===== src/rtl/twi_stat_pkg.sv =====
package twi_stat_pkg;

  localparam int unsigned NFLAG    = 8;
  localparam int unsigned B_TDE    = 7;
  localparam int unsigned B_TEND   = 6;
  localparam int unsigned B_RDF    = 5;
  localparam int unsigned B_NACK   = 4;
  localparam int unsigned B_STOP   = 3;
  localparam int unsigned B_ALOV   = 2;
  localparam int unsigned B_AMATCH = 1;
  localparam int unsigned B_GCALL  = 0;

  typedef logic [NFLAG-1:0] flags_t;

  typedef struct packed {
    logic txbuf_to_shift;
    logic dir_to_tx;
    logic start_gen;
    logic slv_rx_to_tx;
    logic ninth_scl;
    logic sync_last_tx;
    logic rxshift_to_buf;
    logic sda_mismatch;
    logic start_seen;
    logic sync_last_rx;
    logic addr_hit;
    logic gcall_hit;
    logic no_ack;
    logic stop_seen;
  } twi_ev_t;

  typedef struct packed {
    logic sync_mode;
    logic is_master;
    logic is_tx;
    logic ack_chk_en;
    logic sda_in;
  } twi_mode_t;

  // set has priority over clear
  function automatic flags_t next_flags(flags_t q, flags_t set, flags_t clr);
    return set | (q & ~clr);
  endfunction

  // software clear: armed bits written as 0
  function automatic flags_t sw_clear(flags_t arm, flags_t wdata, logic wr);
    return {NFLAG{wr}} & arm & ~wdata;
  endfunction

  // a read arms the bits seen as 1; a write consumes all arming
  function automatic flags_t arm_update(flags_t arm, flags_t seen, logic rd,
                                        logic wr, flags_t flag_d);
    flags_t base;
    if (rd)      base = seen;
    else if (wr) base = '0;
    else         base = arm;
    return base & flag_d;
  endfunction

  function automatic logic irq_of(flags_t flags, flags_t en);
    return |(flags & en);
  endfunction

endpackage


===== src/rtl/twi_stat_setgen.sv =====
module twi_stat_setgen
  import twi_stat_pkg::*;
(
  input  twi_ev_t   ev,
  input  twi_mode_t md,
  input  flags_t    flag_q,
  output flags_t    set_vec
);

  logic bus_fmt;
  logic slave_rx;
  logic master_tx;

  assign bus_fmt   = !md.sync_mode;
  assign slave_rx  = !md.is_master && !md.is_tx;
  assign master_tx = md.is_master && md.is_tx;

  always_comb begin
    set_vec = '0;
    set_vec[B_TDE]    = ev.txbuf_to_shift || ev.dir_to_tx ||
                        ev.start_gen || ev.slv_rx_to_tx;
    set_vec[B_TEND]   = bus_fmt ? (ev.ninth_scl && flag_q[B_TDE])
                                : ev.sync_last_tx;
    set_vec[B_RDF]    = ev.rxshift_to_buf;
    set_vec[B_NACK]   = bus_fmt && ev.no_ack && md.ack_chk_en;
    set_vec[B_STOP]   = bus_fmt && ev.stop_seen;
    set_vec[B_ALOV]   = bus_fmt
                        ? ((master_tx && ev.sda_mismatch) ||
                           (md.is_master && ev.start_seen && md.sda_in))
                        : (ev.sync_last_rx && flag_q[B_RDF]);
    set_vec[B_AMATCH] = bus_fmt && slave_rx && ev.addr_hit;
    set_vec[B_GCALL]  = bus_fmt && !md.is_master && ev.gcall_hit;
  end

endmodule


===== src/rtl/twi_stat_arm.sv =====
module twi_stat_arm
  import twi_stat_pkg::*;
(
  input  logic   clk,
  input  logic   rst_n,
  input  logic   sts_rd,
  input  logic   sts_wr,
  input  flags_t sts_wdata,
  input  flags_t flag_q,
  input  flags_t flag_d,
  output flags_t arm_q,
  output flags_t sw_clr
);

  flags_t arm_d;

  assign sw_clr = sw_clear(arm_q, sts_wdata, sts_wr);
  assign arm_d  = arm_update(arm_q, flag_q, sts_rd, sts_wr, flag_d);

  always_ff @(posedge clk) begin
    if (!rst_n) arm_q <= '0;
    else        arm_q <= arm_d;
  end

endmodule


===== src/rtl/twi_stat_bank.sv =====
module twi_stat_bank
  import twi_stat_pkg::*;
#(
  parameter int unsigned N         = NFLAG,
  parameter logic [N-1:0] RESET_VAL = '0
) (
  input  logic         clk,
  input  logic         rst_n,
  input  logic [N-1:0] set_vec,
  input  logic [N-1:0] clr_vec,
  output logic [N-1:0] flag_q,
  output logic [N-1:0] flag_d
);

  assign flag_d = next_flags(flag_q, set_vec, clr_vec);

  for (genvar i = 0; i < N; i++) begin : g_flag
    always_ff @(posedge clk) begin
      if (!rst_n) flag_q[i] <= RESET_VAL[i];
      else        flag_q[i] <= flag_d[i];
    end
  end

endmodule


===== src/rtl/twi_status_flags.sv =====
module twi_status_flags
  import twi_stat_pkg::*;
#(
  parameter logic [7:0] RESET_VAL = 8'h00
) (
  input  logic       clk,
  input  logic       rst_n,
  input  logic       sync_mode,
  input  logic       is_master,
  input  logic       is_tx,
  input  logic       ack_chk_en,
  input  logic       sda_in,
  input  logic       ev_txbuf_to_shift,
  input  logic       ev_dir_to_tx,
  input  logic       ev_start_gen,
  input  logic       ev_slv_rx_to_tx,
  input  logic       ev_ninth_scl,
  input  logic       ev_sync_last_tx,
  input  logic       ev_rxshift_to_buf,
  input  logic       ev_sda_mismatch,
  input  logic       ev_start_seen,
  input  logic       ev_sync_last_rx,
  input  logic       ev_addr_hit,
  input  logic       ev_gcall_hit,
  input  logic       ev_no_ack,
  input  logic       ev_stop_seen,
  input  logic       sts_rd,
  input  logic       sts_wr,
  input  logic [7:0] sts_wdata,
  input  logic       txd_wr,
  input  logic       rxd_rd,
  input  logic [7:0] irq_en,
  output logic [7:0] status,
  output logic       irq
);

  twi_ev_t   ev;
  twi_mode_t md;
  flags_t    set_vec;
  flags_t    clr_vec;
  flags_t    sw_clr;
  flags_t    buf_clr;
  flags_t    arm_q;
  flags_t    flag_q;
  flags_t    flag_d;

  assign ev = '{txbuf_to_shift: ev_txbuf_to_shift, dir_to_tx: ev_dir_to_tx,
                start_gen: ev_start_gen, slv_rx_to_tx: ev_slv_rx_to_tx,
                ninth_scl: ev_ninth_scl, sync_last_tx: ev_sync_last_tx,
                rxshift_to_buf: ev_rxshift_to_buf,
                sda_mismatch: ev_sda_mismatch, start_seen: ev_start_seen,
                sync_last_rx: ev_sync_last_rx, addr_hit: ev_addr_hit,
                gcall_hit: ev_gcall_hit, no_ack: ev_no_ack,
                stop_seen: ev_stop_seen};

  assign md = '{sync_mode: sync_mode, is_master: is_master, is_tx: is_tx,
                ack_chk_en: ack_chk_en, sda_in: sda_in};

  always_comb begin
    buf_clr         = '0;
    buf_clr[B_TDE]  = txd_wr;
    buf_clr[B_TEND] = txd_wr;
    buf_clr[B_RDF]  = rxd_rd;
  end

  assign clr_vec = sw_clr | buf_clr;

  twi_stat_setgen u_setgen (
    .ev      (ev),
    .md      (md),
    .flag_q  (flag_q),
    .set_vec (set_vec)
  );

  twi_stat_bank #(.N(NFLAG), .RESET_VAL(RESET_VAL)) u_bank (
    .clk     (clk),
    .rst_n   (rst_n),
    .set_vec (set_vec),
    .clr_vec (clr_vec),
    .flag_q  (flag_q),
    .flag_d  (flag_d)
  );

  twi_stat_arm u_arm (
    .clk       (clk),
    .rst_n     (rst_n),
    .sts_rd    (sts_rd),
    .sts_wr    (sts_wr),
    .sts_wdata (sts_wdata),
    .flag_q    (flag_q),
    .flag_d    (flag_d),
    .arm_q     (arm_q),
    .sw_clr    (sw_clr)
  );

  assign status = flag_q;
  assign irq    = irq_of(flag_q, irq_en);

endmodule


===== config.mk =====
export PLATFORM = sky130hd
export DESIGN_NAME = twi_status_flags
export DESIGN_NICKNAME = d
export VERILOG_FILES = /design/src/rtl/twi_stat_pkg.sv /design/src/rtl/twi_stat_setgen.sv /design/src/rtl/twi_stat_arm.sv /design/src/rtl/twi_stat_bank.sv /design/src/rtl/twi_status_flags.sv
export SDC_FILE = /design/constraint.sdc
export NUM_CORES = 1
export LEC_CHECK = 0
export BUFFER_PORTS_ARGS = -buffer_cell sky130_fd_sc_hd__buf_2
export CORE_MARGIN = 4
export CORE_UTILIZATION = 42
export CTS_BUF_LIST = sky130_fd_sc_hd__clkbuf_8
export DETAILED_ROUTE_END_ITERATION = 7
export GPL_TIMING_DRIVEN = 0
export PLACE_DENSITY = 0.91
export SETUP_SLACK_MARGIN = 0.5
export SYNTH_ARGS = -nofsm -noshare
export SYNTH_HDL_FRONTEND = slang
export SYNTH_SLANG_ARGS = --single-unit

===== constraint.sdc =====
create_clock -name clk -period 1.1 [get_ports clk]
set_input_delay 0.055 -clock clk [delete_from_list [all_inputs] [get_ports clk]]
set_output_delay 0.055 -clock clk [all_outputs]
set_load 0.02 [all_outputs]

==> impl_results.md <==
* Status: finished, violations left
* Fin crit period at around 1.1 ns
* Register area share after synthesis at a little over two fifths
* Fin util at around 89%
* Unrepaired setup endpoints after global routing: yes
* Maximum vdd drop at between 0.0008 and 0.0009 V
* Die Span Y at 50.1 um
* Ys flop type: dfxtp_1
* First-pass GRT wire length at between 4000 and 5000 um
* Fraction of registers with async set/reset at 0%
* Synthesized Nets at 126
* Final Hold Viols at 0
* Critical Path Sink Type: primary output
* Initial core utilization at between 40 and 50%
* Die footprint at 0.00251 mm2
* Vias per inst at approximately 5.9
* Die Width at approximately 50 um
* Layout cells sized above 1 at between 70 and 80%
* Syn_area_per_cell at ~8.8 um2
* CTS buffer count at 3
* Total grt overflow at 0
* Initial antenna violation count at 0
* Synth top cells by count: dfxtp_1, a22oi_1, a21oi_1, nor2_1
* Setup ws final at -0.0333 ns
* Post-route cell area at ~0.0014 mm2
* FMAX at just under 900 MHz
* WL/cell at 20.4 um
* Failing checks: negative setup slack
* Clock Latency Late Sink at around 0.25 ns
* Final setup viols at 1
* Final Max Slew Viols at 0
* Clk buf depth at 2
* Final Skew at approximately 0.0042 ns
* Core area at about 0.0016 mm2
* CP max-delay cell: dfxtp_2
* #FFs+latches synth at 16
* Dpl cells at approximately 160
* Setup crit start kind: flip-flop
* Normalized max-slew margin at roughly 60%
* Unique masters post-synth at 24
* Clk pin slew, worst setup/hold paths at approximately 0.070 ns
* Hpwl dp at about 1900 um
* Final period utilization at 103%
* Most numerous cell in the Yosys netlist: dfxtp_1
* DRT iter0 DRCs at 62
* CTS tree: built
* Synth top area cells: dfxtp_1, a22oi_1, a21oi_1, nand3b_1, nor2_1
* Synth top area share at a little over two fifths
* Clock sinks at 16
* Crit-path cells: a22oi_2, nand4_1, buf_4
* HP Class: input port to flip-flop
* Num rows at 14
* Layout area overhead at 90.6%
* Number of diodes at 0
* CP max FO at 4
* # DRC at 0
* Critical Path AT at 1.08 ns
* Post-synth EDFFs at 0
* Synth area leader: dfxtp_1
* Total Routed Length at 3550 um
* # nets final at 192
* Hold Buf Count CTS at 0
* GRT Util Overall at roughly a quarter
* Vias post-DR at ~1000
* Root buf cell: clkbuf_8
* Worst path max stage delay at about 0.35 ns
* PD cells at approximately 1100 mW/mm2
* Drt first pass iters at 4
* Largest net degree at the start of global routing at 11
* Post-DP Area at ~0.0011 mm2
* CP required at 1.04 ns
* LEAKAGE at 0.000591 uW
* H-tree depth at 1
* Tightest hold margin at between 0.09 and 0.1 ns
* Routability cong. at approximately 0.75
* Final antenna-violating net count at 0
* CP Class: flip-flop to primary output
* Slew @ Worst Pin at about 0.6 ns
* # IOs at 50
* Post-Syn Area at ~740 um2
* Number of global-route vias before repair at 1000
* Post-Synthesis Cells at 85
* Synth warn at 0
* Maxcap violations at 0
* Port Buffers at 49
* Finished Layout Cells at around 170
## cells in the final DEF (no fill, tap or decap)
cell	n
nor3b_1	1
a22oi_1	3
and2b_2	1
dfxtp_4	7
clkbuf_2	1
nor4_2	1
a211oi_2	2
buf_4	5
o21ai_2	1
buf_6	17
nor4b_4	1
nor3_1	1
or3_1	1
nand4_1	2
and3b_2	1
nand2_1	4
nor2b_4	1
inv_1	4
o21ai_4	1
nor2_1	7
a22oi_2	9
buf_2	41
a31oi_1	1
nand3b_1	5
a211oi_1	1
clkinv_1	1
dfxtp_1	1
nand2_2	1
dfxtp_2	8
nand3_1	1
a21oi_2	5
nor2b_2	1
nor4_1	1
nor3_2	2
o211ai_1	1
a21oi_4	1
a21oi_1	3
clkbuf_8	3
o21ai_1	1
a31oi_4	1
## metrics by stage
stage	worst slack [ns]	power [uW]	setup TNS, ns
2_1_floorplan	0.233	761	0
3_3_place_gp	0.140	882	0
3_5_place_dp	0.111	892	0
4_1_cts	-0.00321	1400	-0.00321
5_1_grt	-0.0943	1540	-0.0943
6_report	-0.0333	1490	-0.0333
## cells by family (layout without fill, tap and decap cells)
family                 count (synthesis)  after routing  synth area share, %
buffers and inverters                  7             72                 3.86
AO/OA/AOI/OAI                         30             30                 25.9
flip-flops                            16             16                 43.0
AND/OR/NAND/NOR                       32             32                 27.2
## layer usage
metal	vias to the layer above	wire length [um]	global-route usage, %	part of all wire, %
met5	-	0	0	0
met4	0	291	14.3	8.2
met3	27	278	5.42	7.8
met2	74	1740	42.8	49
met1	472	1240	23.9	35
li1	450	-	-	-
## sequential cells by signal, indices dropped and copies added (netlist names)
signal and cells:
u_arm.arm_q 8, u_bank.flag_q 8
## layout make-up
class / instances / area, um2
inverter: 4 / 15.0
tap: 24 / 30.0
sequential: 16 / 357
buffer: 3 / 15.0
timing repair buffer: 61 / 424
multi-input combinational: 62 / 533
clock buffer: 3 / 41.3
fill: 78 / 175
clock inverter: 1 / 3.75
## report_power, final
part	total [uW]	leakage, uW	switching [uW]	internal [uW]
Combinational	399	0.000429	195	203
Clock	467	0.0000231	219	248
Sequential	626	0.000139	25.7	600
Total	1490	0.000591	440	1050
## worst paths after layout
path	start	endpoint	slack, ns	cells after the start
worst max register to register	u_bank.flag_q[7]	u_arm.arm_q[7]	0.11	4
worst max-delay path	u_bank.flag_q[1]	irq	-0.03	3
worst min-delay path	ev_slv_rx_to_tx	u_bank.flag_q[7]	0.09	3
worst min register to register	u_arm.arm_q[1]	u_arm.arm_q[1]	0.58	2
## timing repair
action / 4_1_cts / 5_1_grt
cloned: 0 / 0
pin swaps: 11 / 10
endpoints found under the setup margin: 25 / 25
buffers inserted: 3 / 9
gates resized for setup: 34 / 19
## critical path, delay by kind of cell (launching register included)
kind	cells	cell delay [ns]
simple gates	1	0.12
flops	1	0.35
compound gates	1	0.19
buf+inv	1	0.17
No activity file was read; power rests on OpenSTA's default activity.
